## src/rtl/dual_dac_regs.sv

```systemverilog
module dual_dac_regs #(
  parameter int DW = 16
) (
  input  logic          clk,
  input  logic          rst_n,
  input  logic          sclk,
  input  logic          cs_n,
  input  logic          sdi,
  input  logic          load_n,
  input  logic          clr_n,
  input  logic          mid_sel,
  output logic [DW-1:0] code_a,
  output logic [DW-1:0] code_b
);
  localparam int FW = DW + 2;
  localparam int NS = 6;
  // synchronized vector: {mid_sel, clr_n, load_n, sdi, cs_n, sclk}
  localparam logic [NS-1:0] IDLE = 6'b011010;
  localparam logic [DW-1:0] MIDV = {1'b1, {(DW-1){1'b0}}};

  logic [NS-1:0] m1, m2;
  logic [1:0]    prv;
  logic [FW-1:0] sh;
  logic [DW-1:0] in_a, in_b;

  logic sclk_s, cs_s, sdi_s, ld_s, clr_s, mid_s;
  logic shift_en, cs_rise;
  logic [1:0]    addr;
  logic [DW-1:0] preset;

  assign sclk_s   = m2[0];
  assign cs_s     = m2[1];
  assign sdi_s    = m2[2];
  assign ld_s     = m2[3];
  assign clr_s    = m2[4];
  assign mid_s    = m2[5];
  assign shift_en = sclk_s & ~prv[0] & ~cs_s;
  assign cs_rise  = cs_s & ~prv[1];
  assign addr     = sh[FW-1:FW-2];
  assign preset   = mid_s ? MIDV : '0;

  always_ff @(posedge clk or negedge rst_n) begin
    if (!rst_n) begin
      m1  <= IDLE;
      m2  <= IDLE;
      prv <= 2'b10;
    end else begin
      m1  <= {mid_sel, clr_n, load_n, sdi, cs_n, sclk};
      m2  <= m1;
      prv <= {cs_s, sclk_s};
    end
  end

  always_ff @(posedge clk or negedge rst_n) begin
    if (!rst_n)        sh <= '0;
    else if (shift_en) sh <= {sh[FW-2:0], sdi_s};
  end

  always_ff @(posedge clk or negedge rst_n) begin
    if (!rst_n) begin
      in_a <= '0;
      in_b <= '0;
    end else if (!clr_s) begin
      in_a <= preset;
      in_b <= preset;
    end else if (cs_rise) begin
      if (addr[0]) in_a <= sh[DW-1:0];
      if (addr[1]) in_b <= sh[DW-1:0];
    end
  end

  always_ff @(posedge clk or negedge rst_n) begin
    if (!rst_n) begin
      code_a <= '0;
      code_b <= '0;
    end else if (!clr_s) begin
      code_a <= preset;
      code_b <= preset;
    end else if (!ld_s) begin
      code_a <= in_a;
      code_b <= in_b;
    end
  end
endmodule

```

## config.mk

```make
export PLATFORM = sky130hd
export DESIGN_NAME = dual_dac_regs
export DESIGN_NICKNAME = d
export VERILOG_FILES = /design/src/rtl/dual_dac_regs.sv
export SDC_FILE = /design/constraint.sdc
export NUM_CORES = 1
export LEC_CHECK = 0
export BUFFER_PORTS_ARGS = -buffer_cell sky130_fd_sc_hd__buf_2
export CAP_MARGIN = 20
export CORE_MARGIN = 2
export CORE_UTILIZATION = 58
export CTS_CLUSTER_DIAMETER = 80
export DETAILED_ROUTE_END_ITERATION = 10
export GPL_TIMING_DRIVEN = 0
export PLACE_DENSITY_LB_ADDON = 0.25
export SLEW_MARGIN = 20
export SYNTH_ARGS = -nofsm -noshare
export SYNTH_HDL_FRONTEND = slang
export SYNTH_SLANG_ARGS = --single-unit
```

## constraint.sdc

```tcl
create_clock -name clk -period 2.2 [get_ports clk]
set_input_delay 0.33 -clock clk [delete_from_list [all_inputs] [get_ports clk]]
set_output_delay 0.33 -clock clk [all_outputs]
set_load 0.02 [all_outputs]
```

==> run_results.csv <==
group,metric,value,unit
final_layout,fin_util,0.679,
setup_path,slowest_delay,0.54,ns
die,dieArea,7180,sq um
global_route,overflow,0,
timing,fmax,0.681,GHz
setup_path,rrSetupSlack,0.73,ns
final_layout,instances_no_fill,433,
hold_path,worstHoldPathType,"primary input to flop",
global_route,grt_pass1_vias,2283,
final_layout,nets,359,
die,start_util,0.598,
global_route,grt_pass1_wl,10.8,mm
final_layout,drive_above_1_share,0.236,
clock_network,cts-buffers-inserted,9,
detailed_routing,drtAntennaViolNets,0,
setup_path,required,2.49,ns
setup_path,reg2reg_depth,3,
global_route,antenna_found_initial,0,
timing,fin_skew,0.00697,ns
timing,finalCriticalPeriod,1.47,ns
die,die_height,84.7,um
hold_path,min_path_cells,1,
timing,tightest_slew,0.494,ns
synthesis,synth.distinct_cells,19,
detailed_routing,wl_per_cell,14.4,um
detailed_routing,drcViolationCount,0,
final_layout,layout_common_cells,"dfrtp_1 (89), nand2_1 (64), buf_2 (44), mux2i_1 (32), nor2b_1 (30)",
detailed_routing,vias,2262,
timing,holdWs,0.0582,ns
timing,min_period_over_period,0.667,
setup_path,reg2reg_to,"code_a[7]",
power,peakVddDrop,0.000537,V
die,die_w,84.7,um
timing,setup_viol,0,
hold_path,hold-path-endpoint,"m1[1]",
setup_path,cpMaxStageDelayCell,"dfstp_2",
setup_path,crit_fanout,10,
power,p_per_area,739,nW/um^2
timing,hold_violations,0,
setup_path,r2r_start,"m2[4]",
detailed_routing,drt-vias-per-instance,5.22,
die,pin_count,40,
clock_network,clockBufferDepth,2,
placed_design,numPlacedInstances,416,
die,row_count,29,
clock_network,cts_root_buf,"clkbuf_8",
timing,rsz0062_at_grt,"false",
placed_design,gp_congestion,0.764,
final_layout,num_antenna_cells,0,
detailed_routing,drt_pre_antenna_iters,5,
clock_network,clock-sinks,96,
setup_path,crit_type,"flop to flop",
global_route,grt_start_max_net_pins,81,
synthesis,syn_nets,307,
timing,finalWorstSetupSlack,0.732,ns
global_route,grt_usage,0.196,
setup_path,crit_chain,"buf_2 > clkbuf_1 > nor2b_1",
clock_network,clkTransAtPathRegs,0.09,ns
clock_network,insertion_delay,0.36,ns
synthesis,ys_ff_latch,96,
die,core-area,6310,sq um
clock_network,cts_tree,"yes",
run_status,status,"finished clean",
synthesis,yosys_warnings,0,
synthesis,synth.avg_cell_area,12.6,sq um
detailed_routing,drt_first_iter_violations,122,
clock_network,cts_setup_buffers,0,
timing,relSlewSlack,0.671,
run,drv_cap,0,
hold_path,holdCritStartpoint,"cs_n",
setup_path,critical_path_arrival,1.76,ns
placed_design,place_ws,0.750,ns
detailed_routing,wl,6.24,mm
final_layout,fillers,501,
setup_path,cp-end-kind,"flop",
setup_path,start_kind,"flop",
final_layout,syn2layout_area_growth,13.5,%
synthesis,netlist_area,3780,sq um
placed_design,dp_hpwl,4.26,mm
placed_design,portBuffers,39,
timing,finalMaxSlewViolations,0,
synthesis,synth_seq_area_share,0.638,
final_layout,layout_commonest_cell,"dfrtp_1",
clock_network,h-tree-depth,3,
synthesis,syn_inst,299,
power,leakagePower,2.08,nW
## kinds of logic (layout without fill, tap and decap cells)
group           after synthesis  after routing  synth area share
compound gates               34             34            0.0656
mux                          50             50             0.138
flops                        96             96             0.638
simple gates                100            100             0.126
buf+inv                      19             76            0.0318
## where the power goes
group	switching (mW)	internal, mW
registers	0.0832	1.86
logic	0.102	0.107
clock network	0.581	0.438
total	0.766	2.40
## metrics by stage
stage	cell area, sq um	TNS (ns)	total power, mW
finish	4290	0	3.17
CTS	4290	0	3.21
global placement	4070	-8.16	2.17
global route	4290	0	3.31
floorplan	3780	0	2.08
detailed placement	4100	0	2.19
## worst max-delay path by stage
stage,cells after the start,slack [ns],end,from
2_1_floorplan,4,0.92,sh[10],m2[1]
4_1_cts,3,0.72,code_a[7],m2[4]
3_5_place_dp,3,0.75,code_a[7],m2[4]
6_report,3,0.73,code_a[7],m2[4]
3_3_place_gp,1,-0.1,code_a[0],rst_n
5_1_grt,3,0.64,code_a[7],m2[4]
## state kept, by name, summed over array words and instances, names as in the netlist
signal / flops
m1: 6
sh: 18
m2: 6
prv: 2
in_b: 16
code_b: 16
code_a: 16
in_a: 16
## synth_stat cells (all sizes together)
library cell	n	area [sq um]
dfrtp	89	2230
nand2	64	240
mux2i	32	320
a21boi	30	225
nor2b	30	188
mux2	18	203
buf	13	97.6
dfstp	7	184
clkbuf	6	22.5
a21oi	2	10.0
a31oi	2	12.5
and3b	2	17.5
nand3b	2	15.0
nor2	1	3.75
nor3b	1	12.5
## routing by layer
| metal | track usage | routed length (um) | vias up |
|---|---|---|---|
| met5 | 0 | 0 | - |
| met4 | 0.0952 | 150 | 0 |
| met3 | 0.0354 | 209 | 15 |
| met2 | 0.318 | 3090 | 31 |
| met1 | 0.256 | 2790 | 1122 |
| li1 | - | - | 1094 |
## worst max-delay path, delay by kind of cell, from the launching register on
kind	cells	cell delay, ns
buf+inv	2	0.65
flops	1	0.54
simple gates	1	0.21
## area by class of cell
class | count | area (sq um) | share of cell area
Sequential cell | 96 | 2410 | 0.562
Multi-Input combinational cell | 184 | 1250 | 0.291
Timing Repair Buffer | 41 | 239 | 0.0557
Clock buffer | 11 | 141 | 0.0330
Buffer | 19 | 120 | 0.0280
Tap cell | 77 | 96.3 | 0.0225
Clock inverter | 5 | 32.5 | 0.00759
## what timing repair did
action                                 in CTS  in global routing
endpoints found under the hold margin      14                  0
hold buffers                                1                  0
gates resized for setup                     0                  0
Power figures use the tool's default switching activity.
